==> src/rtl/gate_cmd_pkg.sv <==
package gate_cmd_pkg;
  typedef enum logic [1:0] {
    CMD_HIZ  = 2'b00,
    CMD_LOW  = 2'b01,
    CMD_HIGH = 2'b10
  } gate_cmd_e;
endpackage

==> src/rtl/gcd_level_sense.sv <==
module gcd_level_sense #(
  parameter bit BOTH_IS_HIGH = 1'b1
) (
  input  logic above_hi_i,
  input  logic below_lo_i,
  output logic valid_o,
  output logic high_o
);
  assign valid_o = above_hi_i | below_lo_i;

  generate
    if (BOTH_IS_HIGH) begin : g_hi_prio
      assign high_o = above_hi_i;
    end else begin : g_lo_prio
      assign high_o = above_hi_i & ~below_lo_i;
    end
  endgenerate
endmodule

==> src/rtl/gcd_holdoff_timer.sv <==
module gcd_holdoff_timer #(
  parameter int unsigned HOLD = 16
) (
  input  logic clk_i,
  input  logic rst_ni,
  input  logic run_i,
  output logic expire_o
);
  localparam int unsigned CW = (HOLD < 2) ? 1 : $clog2(HOLD + 1);
  localparam logic [CW-1:0] LAST = CW'(HOLD - 1);

  logic [CW-1:0] cnt_q;

  assign expire_o = run_i && (cnt_q == LAST);

  always_ff @(posedge clk_i or negedge rst_ni) begin
    if (!rst_ni)                 cnt_q <= '0;
    else if (!run_i || expire_o) cnt_q <= '0;
    else                         cnt_q <= cnt_q + 1'b1;
  end


  cnt_range_chk: assert property (@(posedge clk_i) disable iff (!rst_ni)
    cnt_q <= LAST);


  cnt_restart_chk: assert property (@(posedge clk_i) disable iff (!rst_ni)
    !run_i |=> cnt_q == '0);
endmodule

==> src/rtl/gcd_ov_guard.sv <==
module gcd_ov_guard (
  input  logic clk_i,
  input  logic rst_ni,
  input  logic uvlo_ok_i,
  input  logic hiz_i,
  input  logic ov_i,
  input  logic trans_i,
  output logic latch_o
);
  logic latch_q, done_q;

  always_ff @(posedge clk_i or negedge rst_ni) begin
    if (!rst_ni) begin
      latch_q <= 1'b0;
      done_q  <= 1'b0;
    end else begin
      if (trans_i) done_q <= 1'b1;
      if (!uvlo_ok_i || trans_i)        latch_q <= 1'b0;
      else if (hiz_i && !done_q && ov_i) latch_q <= 1'b1;
    end
  end

  assign latch_o = latch_q;


  disarmed_chk: assert property (@(posedge clk_i) disable iff (!rst_ni)
    done_q |-> !latch_q);


  latch_cause_chk: assert property (@(posedge clk_i) disable iff (!rst_ni)
    $rose(latch_q) |-> $past(hiz_i && ov_i && uvlo_ok_i));


  trans_clear_chk: assert property (@(posedge clk_i) disable iff (!rst_ni)
    trans_i |=> !latch_q);


  lockout_clear_chk: assert property (@(posedge clk_i) disable iff (!rst_ni)
    !uvlo_ok_i |=> !latch_q);
endmodule

==> src/rtl/gcd_mode_ctrl.sv <==
module gcd_mode_ctrl
  import gate_cmd_pkg::*;
(
  input  logic       clk_i,
  input  logic       rst_ni,
  input  logic       uvlo_ok_i,
  input  logic       en_i,
  input  logic       valid_i,
  input  logic       high_i,
  input  logic       expire_i,
  input  logic       latch_i,
  output logic       hiz_o,
  output logic       trans_o,
  output logic [1:0] cmd_o
);
  logic off_q, hiz_q, lvl_q;
  gate_cmd_e cmd;

  assign trans_o = uvlo_ok_i && en_i && valid_i && (hiz_q || (high_i != lvl_q));

  always_ff @(posedge clk_i or negedge rst_ni) begin
    if (!rst_ni) begin
      off_q <= 1'b1;
      hiz_q <= 1'b1;
      lvl_q <= 1'b0;
    end else if (!uvlo_ok_i) begin
      off_q <= 1'b1;
      hiz_q <= 1'b1;
    end else begin
      off_q <= 1'b0;
      if (!en_i) begin
        hiz_q <= 1'b1;
      end else if (valid_i) begin
        hiz_q <= 1'b0;
        lvl_q <= high_i;
      end else if (expire_i) begin
        hiz_q <= 1'b1;
      end
    end
  end

  always_comb begin
    if (off_q)       cmd = CMD_HIZ;
    else if (latch_i) cmd = CMD_LOW;
    else if (hiz_q)  cmd = CMD_HIZ;
    else if (lvl_q)  cmd = CMD_HIGH;
    else             cmd = CMD_LOW;
  end

  assign cmd_o = cmd;
  assign hiz_o = hiz_q;


  lockout_off_chk: assert property (@(posedge clk_i) disable iff (!rst_ni)
    !uvlo_ok_i |=> cmd_o == CMD_HIZ);


  en_low_chk: assert property (@(posedge clk_i) disable iff (!rst_ni)
    uvlo_ok_i && !en_i |=> cmd_o != CMD_HIGH);


  code_legal_chk: assert property (@(posedge clk_i) disable iff (!rst_ni)
    cmd_o != 2'b11);


  hiz_entry_chk: assert property (@(posedge clk_i) disable iff (!rst_ni)
    $rose(hiz_q) && $past(uvlo_ok_i && en_i) |-> $past(expire_i));


  hiz_exit_chk: assert property (@(posedge clk_i) disable iff (!rst_ni)
    trans_o |=> cmd_o != CMD_HIZ);
endmodule

==> src/rtl/gate_cmd_decoder.sv <==
module gate_cmd_decoder #(
  parameter int unsigned HOLDOFF_CYC  = 16,
  parameter bit          BOTH_IS_HIGH = 1'b1
) (
  input  logic       clk_i,
  input  logic       rst_ni,
  input  logic       uvlo_ok_i,
  input  logic       en_i,
  input  logic       above_hi_i,
  input  logic       below_lo_i,
  input  logic       phase_ov_i,
  output logic [1:0] cmd_o,
  output logic       ls_latch_o
);
  logic valid, high, expire, hiz, trans, latch, run;

  gcd_level_sense #(.BOTH_IS_HIGH(BOTH_IS_HIGH)) u_sense (
    .above_hi_i (above_hi_i),
    .below_lo_i (below_lo_i),
    .valid_o    (valid),
    .high_o     (high)
  );

  // count only mid-level samples taken while active and not already in hiz
  assign run = uvlo_ok_i && en_i && !valid && !hiz;

  gcd_holdoff_timer #(.HOLD(HOLDOFF_CYC)) u_timer (
    .clk_i    (clk_i),
    .rst_ni   (rst_ni),
    .run_i    (run),
    .expire_o (expire)
  );

  gcd_mode_ctrl u_mode (
    .clk_i     (clk_i),
    .rst_ni    (rst_ni),
    .uvlo_ok_i (uvlo_ok_i),
    .en_i      (en_i),
    .valid_i   (valid),
    .high_i    (high),
    .expire_i  (expire),
    .latch_i   (latch),
    .hiz_o     (hiz),
    .trans_o   (trans),
    .cmd_o     (cmd_o)
  );

  gcd_ov_guard u_guard (
    .clk_i     (clk_i),
    .rst_ni    (rst_ni),
    .uvlo_ok_i (uvlo_ok_i),
    .hiz_i     (hiz),
    .ov_i      (phase_ov_i),
    .trans_i   (trans),
    .latch_o   (latch)
  );

  assign ls_latch_o = latch;
endmodule

==> config.mk <==
export PLATFORM = sky130hd
export DESIGN_NAME = gate_cmd_decoder
export DESIGN_NICKNAME = d
export VERILOG_FILES = /design/src/rtl/gate_cmd_pkg.sv /design/src/rtl/gcd_level_sense.sv /design/src/rtl/gcd_holdoff_timer.sv /design/src/rtl/gcd_ov_guard.sv /design/src/rtl/gcd_mode_ctrl.sv /design/src/rtl/gate_cmd_decoder.sv
export SDC_FILE = /design/constraint.sdc
export NUM_CORES = 1
export LEC_CHECK = 0
export ABC_CLOCK_PERIOD_IN_PS = 4750
export BUFFER_PORTS_ARGS = -buffer_cell sky130_fd_sc_hd__clkbuf_2
export CAP_MARGIN = 0
export CORE_UTILIZATION = 30
export DETAILED_ROUTE_END_ITERATION = 12
export PLACE_DENSITY_LB_ADDON = 0.12
export SLEW_MARGIN = 25
export SYNTH_ARGS = -nofsm -noshare
export SYNTH_HDL_FRONTEND = slang
export SYNTH_SLANG_ARGS = --single-unit
==> constraint.sdc <==
create_clock -name clk_i -period 4.75 [get_ports clk_i]
set_clock_uncertainty 0.2 [all_clocks]
set_input_delay 1.1875 -clock clk_i [delete_from_list [all_inputs] [get_ports clk_i]]
set_output_delay 1.1875 -clock clk_i [all_outputs]
set_load 0.01 [all_outputs]
==> metrics.md, run 1 <==
| Metric | Value |
|---|---|
| Iter 0 DRT Violations | `1` |
| Required time of the critical path | `3.36 ns` |
| Multiplexer share of the synthesized area | `0` |
| Initial antenna violation count | `0` |
| Synth area leader | `dfrtp_1` |
| Met3 Use GR | `0.0815` |
| DRC violations left | `0` |
| CTS root buf | `clkbuf_4` |
| Top delay family on crit path | `flip-flops` |
| Fin util | `0.399` |
| Max-cap viol count | `0` |
| Maximum level of the CTS H-tree | `1` |
| Post-CTS Setup Bufs | `0` |
| Synth Area in XOR/XNOR | `0.0387` |
| Final Hold Fails | `0` |
| Post-cts hold buffer count | `0` |
| Crit path buffers/inverters | `1` |
| GR Util met2 | `0.188` |
| Synth warn | `0` |
| Synthesized area | `between 400 and 500 sq um` |
| Die Y | `40.9 um` |
| Tmin final | `approximately 2.5 ns` |
| # rows | `13` |
| Avg Cell Area, Syn | `11.0 sq um` |
| Worst-case clock buffer depth | `2` |
| Largest family of logic cells by synthesized area | `simple AND/OR/NAND/NOR gates` |
| Post-Route WL | `just under 800 um` |
| Synth Area in Simple Gates | `0.221` |
| P_leak | `0.000273 uW` |
| Crit-path cells | `nor2_1 -> nor2_1 -> nor2_1 -> clkbuf_2` |
| Share of cells above drive strength 1 | `0.321` |
| Router iterations before antenna repair | `2` |
| Sequential-to-total area share from yosys stat | `0.558` |
| Hold Path Class | `reg -> reg` |
| Compound-gate portion of the synthesized area | `0.102` |
| Die Width | `between 40 and 50 um` |
| Largest net degree at the start of global routing | `11` |
| Status | `completed` |
| GPL Wtd Cong | `about 0.62` |
| Critical Path Sink Type | `primary output` |
| Reg clk slew, reported paths | `0.07 ns` |
| Crit-path max FO | `5` |
| #FFs+latches synth | `10` |
| Slew Limit Fails | `0` |
| Synth Instances | `41` |
| CP max-delay cell | `dfstp_2` |
| First-pass GRT wire length | `roughly 1300 um` |
| RSZ-0062 raised after global routing | `false` |
| Clk_lat worst skew | `approximately 0.26 ns` |
| CP startpoint kind | `flop` |
| PD cells | `293 nW/um^2` |
| DR WL/cell | `~12 um` |
| Remaining antenna violation count | `0` |
| Worst Tran Pin Value | `about 0.30 ns` |
| GR Overflow Total | `0` |
| Setup tns final | `0 ns` |
| Syn Nets | `50` |
| Core area | `around 1400 sq um` |
| Diode count | `0` |
| Final setup fails | `0` |
| Vias in the first global route | `311` |
| CP arrival | `between 1 and 1.5 ns` |
| Avg Vias per Cell | `around 4.6` |
| Fmax | `just under 400 MHz` |
| Synth cell types | `22` |
| CP Class | `reg -> out` |
| Top cell type's share of synthesized area | `0.442` |
| Met1 usage | `0.141` |
| Via Count | `roughly 310` |
| Most used routing layer | `met2` |
| Initial Utilization | `0.335` |
| Overall Global Routing Usage | `0.123` |
| Peak VDD IR | `~160 uV` |
| CTS tree | `built` |
| Clock Sinks | `10` |
| Synthesis-to-layout area growth | `19.1%` |
| IO Port Bufs | `9` |
| I/O pin count | `10` |
| Period utilization | `0.534` |
| Hpwl dp | `652 um` |
| Top cells by area, synth | `dfrtp_1 44%, dfstp_2 12%, nor2_1 6.6%, ha_1 5.5%, nand2b_4 3.0%` |
| Nets | `64` |
| Num CTS Buffers | `3` |
| Critical path's most frequent cell | `nor2_1` |
| Cts repair resizes | `0` |
| Critical Path Max Stage Delay | `slightly below 0.6 ns` |
| Slew headroom | `0.798` |
| Die footprint | `around 1700 sq um` |
| Post-Synth Adder-Cell Area | `0.0552` |
## layer usage
| metal | share of wire | routed length, um |
|---|---|---|
| met5 | 0 | 0 |
| met4 | 0 | 0 |
| met3 | 0.038 | 30 |
| met2 | 0.46 | 365 |
| met1 | 0.50 | 392 |
## cells by family (layout without fill, tap and decap cells)
| kind of cell | after synthesis | after routing |
|---|---|---|
| buf+inv | 3 | 15 |
| fa+ha+maj | 2 | 2 |
| compound gates | 6 | 6 |
| xor+xnor | 2 | 2 |
| simple gates | 18 | 18 |
| flops | 10 | 10 |
## through the flow
| step | power (uW) | area [sq um] | worst slack [ns] | std cells | hold WS, ns |
|---|---|---|---|---|---|
| 3_3_place_gp | 105 | 517 | 2.52 | 65 | 0.242 |
| 3_5_place_dp | 105 | 517 | 2.50 | 65 | 0.246 |
| 4_1_cts | 161 | 539 | 2.21 | 68 | 0.259 |
| 6_report | 158 | 539 | 2.21 | 68 | 0.257 |
| 2_1_floorplan | 98.2 | 453 | 2.60 | 41 | 0.228 |
| 5_1_grt | 170 | 539 | 2.15 | 68 | 0.290 |
## placed cells by master, fill, tap and decap left out
master     netlist  final
dfstp_2          2      2
nand2_1          2      2
nor4_2           1      1
a22o_1           1      1
and3_2           1      1
xor2_1           1      1
dfrtp_1          8      8
a21o_1           1      1
a211oi_1         1      1
and3_1           1      1
o31ai_1          1      1
clkbuf_2         0      9
a31oi_1          1      1
and2_0           1      1
nand2b_4         1      1
o2bb2ai_1        1      1
xnor2_1          1      1
nor2_1           8      8
nand2b_1         1      1
clkbuf_4         0      3
nand3_1          1      1
nor3_1           1      1
ha_1             2      2
inv_1            3      3
## worst register-to-register path: cells and delay by family (launching register included)
family	cells	cell delay (ns)
fa+ha+maj	2	0.44
simple gates	4	0.74
flops	1	0.39
## final timing paths
path,startpoint,to,slack (ns),cells after the start
min in group asynchronous,rst_ni,u_timer.cnt_q[4]$_DFF_PN0_,0.58,1
worst min register to register,u_guard.done_q$_DFFE_PN0P_,u_guard.done_q$_DFFE_PN0P_,0.26,1
worst min-delay path,u_guard.done_q$_DFFE_PN0P_,u_guard.done_q$_DFFE_PN0P_,0.26,1
worst max register to register,u_timer.cnt_q[0]$_DFF_PN0_,u_timer.cnt_q[0]$_DFF_PN0_,2.92,6
max in group asynchronous,rst_ni,u_mode.off_q$_DFF_PN1_,3.49,1
worst max-delay path,u_mode.hiz_o$_DFFE_PN1P_,cmd_o[0],2.21,4
## synthesized netlist by cell type (all sizes together)
library cell  count
o2bb2ai           1
a22o              1
nand3             1
o31ai             1
nand2b            2
xor2              1
ha                2
inv               3
nor3              1
a31oi             1
nor2              8
xnor2             1
a211oi            1
and3              2
a21o              1
dfrtp             8
nand2             2
dfstp             2
and2              1
nor4              1
## where the power goes
part           switching [uW]  internal (uW)
combinational            6.85           5.65
clock                    25.3           29.0
sequential               2.78           88.3
total                    34.9            123
## final cells by class
cell class | instances | area (sq um)
multi-input combinational | 28 | 189
inverter | 3 | 11.3
fill | 142 | 811
clock buffer | 3 | 22.5
sequential | 10 | 253
timing repair buffer | 9 | 45.0
tap | 15 | 18.8
## flip-flops by register name, summed over array words and instances (netlist names)
name             cells
u_guard.done_q       1
u_guard.latch_o      1
u_mode.hiz_o         1
u_mode.lvl_q         1
u_mode.off_q         1
u_timer.cnt_q        5
(Power assumes the default switching activity.)
==> inputs of run 2 (changes only) <==
--- a/config.mk
+++ b/config.mk
@@ -5,7 +5,8 @@
 export SDC_FILE = /design/constraint.sdc
 export NUM_CORES = 1
 export LEC_CHECK = 0
-export ABC_CLOCK_PERIOD_IN_PS = 4750
+export ABC_AREA = 1
+export ABC_CLOCK_PERIOD_IN_PS = 2200
 export BUFFER_PORTS_ARGS = -buffer_cell sky130_fd_sc_hd__clkbuf_2
 export CAP_MARGIN = 0
 export CORE_UTILIZATION = 30
==> constraint.sdc (replaced) <==
create_clock -name clk_i -period 2.2 [get_ports clk_i]
set_clock_uncertainty 0.2 [all_clocks]
set_input_delay 0.55 -clock clk_i [delete_from_list [all_inputs] [get_ports clk_i]]
set_output_delay 0.55 -clock clk_i [all_outputs]
set_load 0.01 [all_outputs]
==> metrics.md, run 2 <==
| Metric | Value |
|---|---|
| Remaining antenna violation count | `0` |
| RSZ-0062 raised after global routing | `false` |
| Synthesis-to-layout area growth | `20.1%` |
| Synth cell types | `15` |
| Initial Utilization | `0.322` |
| Endpoint, Worst Hold | `u_mode.off_q$_DFF_PN1_` |
| Synth Instances | `53` |
| Initial antenna violation count | `0` |
| Cts repair resizes | `0` |
| Post-synth EDFFs | `0` |
| CTS tree | `built` |
| Top cell type's share of synthesized area | `0.412` |
| CTS root buf | `clkbuf_4` |
| Vias in the first global route | `approximately 320` |
| Slew Limit Fails | `0` |
| CP Class | `reg -> out` |
| Overall Global Routing Usage | `0.127` |
| Post-CTS Setup Bufs | `0` |
| Fmax | `roughly 530 MHz` |
| Diode count | `0` |
| CP startpoint kind | `flop` |
| WHS Path Cells | `2` |
| Most flop-heavy register | `u_timer.cnt_q` |
| Iter 0 DRT Violations | `3` |
| Post-Route WL | `roughly 830 um` |
| #FFs+latches synth | `10` |
| Worst-case clock buffer depth | `2` |
| Clk_lat worst skew | `roughly 0.27 ns` |
| Share of cells above drive strength 1 | `0.364` |
| Clock Sinks | `10` |
| Synth warn | `0` |
| Router iterations before antenna repair | `4` |
| Sequential-to-total area share from yosys stat | `0.521` |
| Worst Tran Pin Value | `0.261 ns` |
| Hold_sp | `uvlo_ok_i` |
| PD cells | `between 600 and 700 nW/um^2` |
| Critical Path Sink Type | `primary output` |
| Worst R2R Path Depth | `7` |
| Final setup fails | `0` |
| Hold Path Class | `in -> reg` |
| Most instantiated cells after synthesis | `11 x inv_1, 9 x nand2_1, 8 x dfrtp_1` |
| DR WL/cell | `just over 10 um` |
| CP arrival | `1.14 ns` |
| Required time of the critical path | `around 1.5 ns` |
| Hpwl dp | `slightly above 600 um` |
| Max-cap viol count | `0` |
| Maximum level of the CTS H-tree | `1` |
| Max reg flops | `5` |
| Crit-path cells | `inv_1 -> nand2_1 -> a21oi_1 -> clkbuf_2` |
| Crit-path max FO | `4` |
| Avg Vias per Cell | `roughly 4.3` |
| Post-cts hold buffer count | `1` |
| First-pass GRT wire length | `around 1500 um` |
| Count leader, synth | `inv_1` |
| CP max-delay cell | `dfstp_2` |
| GR Overflow Total | `0` |
| Critical Path Max Stage Delay | `0.58 ns` |
| # rows | `14` |
| Synth area leader | `dfrtp_1` |
| Reg clk slew, reported paths | `about 0.060 ns` |
| Peak VDD IR | `about 310 uV` |
| Tmin final | `roughly 1.9 ns` |
| Slew headroom | `0.826` |
| Largest net degree at the start of global routing | `11` |
| P_leak | `about 0.00030 uW` |
| Setup tns final | `0 ns` |
| DRC violations left | `0` |
| Max Used Layer | `met4` |
| Num CTS Buffers | `3` |
| Nets | `between 70 and 80` |
| Core area | `approximately 1500 sq um` |
| Die Y | `~42 um` |
| Via Count | `351` |
| IO Port Bufs | `9` |
| Final Hold Fails | `0` |
| Reg2Reg Setup Slack | `slightly below 0.6 ns` |
| I/O pin count | `10` |
| Avg Cell Area, Syn | `about 9 sq um` |
| Most common cell after layout, fill and taps aside | `inv_1` |
| Die footprint | `1780 sq um` |
| Overall power | `about 350 uW` |
| DR WL met3 | `slightly above 30 um` |
| Die Width | `about 42 um` |
| Ys async rst share | `1.00` |
| Top cells by area, synth | `dfrtp_1 41%, dfstp_2 11%, nor2_2 9.0%, inv_1 8.5%, nand2_1 7.0%` |
| Status | `completed` |
| GPL Wtd Cong | `0.711` |
| Syn Nets | `62` |
| Wire length on met2 | `between 300 and 400 um` |
| Reg2Reg Launch Point | `u_timer.cnt_q[0]$_DFF_PN0_` |
| Commonest cells after routing, fill and taps aside | `11 x inv_1, 9 x nand2_1, 9 x clkbuf_2, 8 x dfrtp_1, 7 x nor2_2` |
| M1 WL | `431 um` |
| FF-to-FF End | `u_timer.cnt_q[2]$_DFF_PN0_` |
| Period utilization | `0.860` |
| Synthesized area | `485 sq um` |
| Top_reg_cell synth | `dfrtp_1` |
## run 2: changes by cell type after synthesis, moves of 2 or more
cell and delta:
nor2_1 -6, inv_1 +8, nand2_1 +7, a21oi_1 +3, nand3_1 +2, nor2_2 +7
## run 2: worst max-delay path by stage
stage | startpoint | endpoint | slack (ns) | cells after the start
floorplan | u_mode.hiz_o$_DFFE_PN1P_ | cmd_o[1] | 0.65 | 1
global placement | u_mode.hiz_o$_DFFE_PN1P_ | cmd_o[0] | 0.59 | 4
detailed placement | u_timer.cnt_q[0]$_DFF_PN0_ | u_timer.cnt_q[2]$_DFF_PN0_ | 0.58 | 7
CTS | u_mode.hiz_o$_DFFE_PN1P_ | cmd_o[0] | 0.30 | 4
global route | u_mode.lvl_q$_DFFE_PN0P_ | cmd_o[1] | 0.23 | 3
finish | u_mode.hiz_o$_DFFE_PN1P_ | cmd_o[0] | 0.31 | 4
## run 2: final cells by class
cell class	instances	area, sq um
clock buffer	3	22.5
fill	152	923
inverter	12	45.0
multi-input combinational	31	188
sequential	10	253
tap	16	20.0
timing repair buffer	10	55.1
## run 2: where the power goes
part / total [uW] / leakage [uW] / internal, uW / switching [uW]
Sequential: 195 / 0.000126 / 191 / 4.01
Combinational: 33.9 / 0.000157 / 12.6 / 21.3
Clock: 126 / 0.0000138 / 63.3 / 62.5
Total: 355 / 0.000297 / 267 / 87.8
## run 2: worst max-delay path, delay by kind of cell, from the launching register on
family | cells | cell delay (ns)
buffers and inverters | 2 | 0.19
AOI/OAI and AO/OA | 1 | 0.05
and+or+nand+nor | 1 | 0.06
DFF | 1 | 0.58
## run 2: cells by family (layout without fill, tap and decap cells)
kind of cell | Yosys count | count (layout) | share of synthesized area
simple gates | 24 | 24 | 0.276
buf+inv | 12 | 25 | 0.0928
flops | 10 | 10 | 0.521
compound gates | 4 | 4 | 0.0412
fa+ha+maj | 2 | 2 | 0.0515
xor+xnor | 1 | 1 | 0.0180
## run 2: metal layers
layer / vias up / global-route usage
li1: 188 / -
met3: 4 / 0.0819
met4: 0 / 0.131
met5: - / 0
met1: 154 / 0.160
met2: 5 / 0.132
## run 2: through the flow
step,cell area (sq um),setup WS (ns),hold slack (ns),std cells,util
final,583,0.307,0.221,82,0.387
after CTS,583,0.299,0.211,82,0.387
after global routing,583,0.232,0.203,82,0.387
after global placement,551,0.590,0.229,78,0.365
after floorplan,485,0.648,0.0544,53,-
after detailed placement,551,0.575,0.238,78,0.365
==> inputs of run 3 (changes only) <==
--- a/config.mk
+++ b/config.mk
@@ -9,8 +9,9 @@
 export ABC_CLOCK_PERIOD_IN_PS = 2200
 export BUFFER_PORTS_ARGS = -buffer_cell sky130_fd_sc_hd__clkbuf_2
 export CAP_MARGIN = 0
-export CORE_UTILIZATION = 30
+export CORE_AREA = 2 2 39 41
 export DETAILED_ROUTE_END_ITERATION = 12
+export DIE_AREA = 0 0 41 43
 export PLACE_DENSITY_LB_ADDON = 0.12
 export SLEW_MARGIN = 25
 export SYNTH_ARGS = -nofsm -noshare
==> metrics.md, run 3 (synthesis gave the netlist of run 2 again) <==
| Metric | Value |
|---|---|
| Status | `completed` |
| GR Overflow Total | `0` |
| RSZ-0062 raised after global routing | `false` |
| Final Hold Fails | `0` |
| Worst Tran Pin Value | `0.254 ns` |
| CTS root buf | `clkbuf_4` |
| Hpwl dp | `616 um` |
| CP Class | `reg -> out` |
| Clk_lat worst skew | `around 0.26 ns` |
| DR WL/cell | `9.23 um` |
| Most used routing layer | `met2` |
| DRC violations left | `0` |
| Switching share of power | `0.234` |
| WHS | `~0.24 ns` |
| Met1 usage | `0.141` |
| Final setup fails | `0` |
| CP arrival | `1.11 ns` |
| Cts repair resizes | `0` |
| Core area | `between 1000 and 1500 sq um` |
| Fin util | `0.421` |
| Synthesis-to-layout area growth | `20.1%` |
| Vias in the first global route | `approximately 370` |
| Nets | `77` |
| Avg Vias per Cell | `about 4.5` |
| Tmin final | `approximately 1.9 ns` |
| Overall Global Routing Usage | `0.125` |
| Peak VDD IR | `roughly 300 uV` |
| # rows | `14` |
| Die footprint | `1760 sq um` |
| Required time of the critical path | `~1.5 ns` |
| Max reg flops | `5` |
| Worst-case clock buffer depth | `2` |
| Internal | `266 uW` |
| Slew headroom | `0.831` |
| GPL Wtd Cong | `0.612` |
| Hold Path Class | `in -> reg` |
| Remaining antenna violation count | `0` |
| GR Util met2 | `0.188` |
| Clock Sinks | `10` |
| Post-cts hold buffer count | `1` |
| Crit-path max FO | `4` |
| CP startpoint kind | `flop` |
| Fmax | `539 MHz` |
| Most flop-heavy register | `u_timer.cnt_q` |
| Share of cells above drive strength 1 | `0.364` |
| Reg clk slew, reported paths | `0.06 ns` |
| Period utilization | `0.844` |
| Diode count | `0` |
| Num CTS Buffers | `3` |
| Most common cell after layout, fill and taps aside | `inv_1` |
| Slew Limit Fails | `0` |
| Post-Route WL | `roughly 760 um` |
| PD cells | `597 nW/um^2` |
| IO Port Bufs | `9` |
| Initial Utilization | `0.351` |
| First-pass GRT wire length | `between 1000 and 1500 um` |
| Clock power share | `0.344` |
| Initial antenna violation count | `0` |
| Max-cap viol count | `0` |
| Largest net degree at the start of global routing | `11` |
| Combinational share of power | `0.096` |
| Setup tns final | `0 ns` |
| Final instance area | `between 500 and 600 sq um` |
| Via Count | `369` |
| Placed Area | `about 550 sq um` |
| Die Width | `41 um` |
| Switching power | `around 82 uW` |
| Sequential share of power | `0.559` |
| CTS tree | `built` |
| I/O pin count | `10` |
| Iter 0 DRT Violations | `3` |
| Post-CTS Setup Bufs | `0` |
| Met3 Use GR | `0.0785` |
| Commonest cells after routing, fill and taps aside | `11 x inv_1, 9 x nand2_1, 9 x clkbuf_2, 8 x dfrtp_1, 7 x nor2_2` |
| P_leak | `0.000297 uW` |
| Critical Path Sink Type | `primary output` |
| Die Y | `43 um` |
| Maximum level of the CTS H-tree | `1` |
| Router iterations before antenna repair | `4` |
## run 3: cell counts in the layout (fill, tap and decap cells not counted)
No cell type changed its count.
## run 3: area by class of cell
| type | instances | area (sq um) |
|---|---|---|
| clock buffers | 3 | 22.5 |
| fillers | 151 | 801 |
| inverters | 12 | 45.0 |
| multi-input cells | 31 | 188 |
| flip-flops and latches | 10 | 253 |
| well taps | 16 | 20.0 |
| repair buffers | 10 | 55.1 |
## run 3: per-stage QoR
stage / power, uW / std cells / setup WS [ns]
6_report: 348 / 82 / 0.343
5_1_grt: 370 / 82 / 0.245
4_1_cts: 359 / 82 / 0.329
3_5_place_dp: 231 / 78 / 0.567
3_3_place_gp: 231 / 78 / 0.587
2_1_floorplan: 216 / 53 / 0.648
## run 3: power by group through the flow
stage          Combinational [uW]  Sequential, uW  Clock, uW
2_1_floorplan                18.6             197          0
3_3_place_gp                 32.8             198          0
3_5_place_dp                 32.9             198          0
4_1_cts                      34.6             195        129
5_1_grt                      39.4             196        135
6_report                     33.5             195        120
## run 3: metal layers
metal  wire, um  vias up
li1           -      190
met1        323      171
met2        377        8
met3         56        0
met4          0        0
met5          0        -
## run 3: critical path: stages (launching register included)
cell and delay (ns):
dfrtp_1 0.35, inv_1 0.08, nor4_1 0.24, clkbuf_2 0.18
## run 3: path summary, 6_finish.rpt
check                                            from                          to  slack [ns]  depth (start not counted)
max                          u_mode.lvl_q$_DFFE_PN0P_                    cmd_o[1]        0.34                          3
max reg2reg                u_timer.cnt_q[0]$_DFF_PN0_  u_timer.cnt_q[2]$_DFF_PN0_        0.57                          7
min in group asynchronous                      rst_ni    u_mode.lvl_q$_DFFE_PN0P_        0.48                          2
min reg2reg                u_guard.done_q$_DFFE_PN0P_  u_guard.done_q$_DFFE_PN0P_        0.25                          2
max in group asynchronous                      rst_ni    u_mode.hiz_o$_DFFE_PN1P_        1.05                          2
min                                         uvlo_ok_i      u_mode.off_q$_DFF_PN1_        0.24                          2
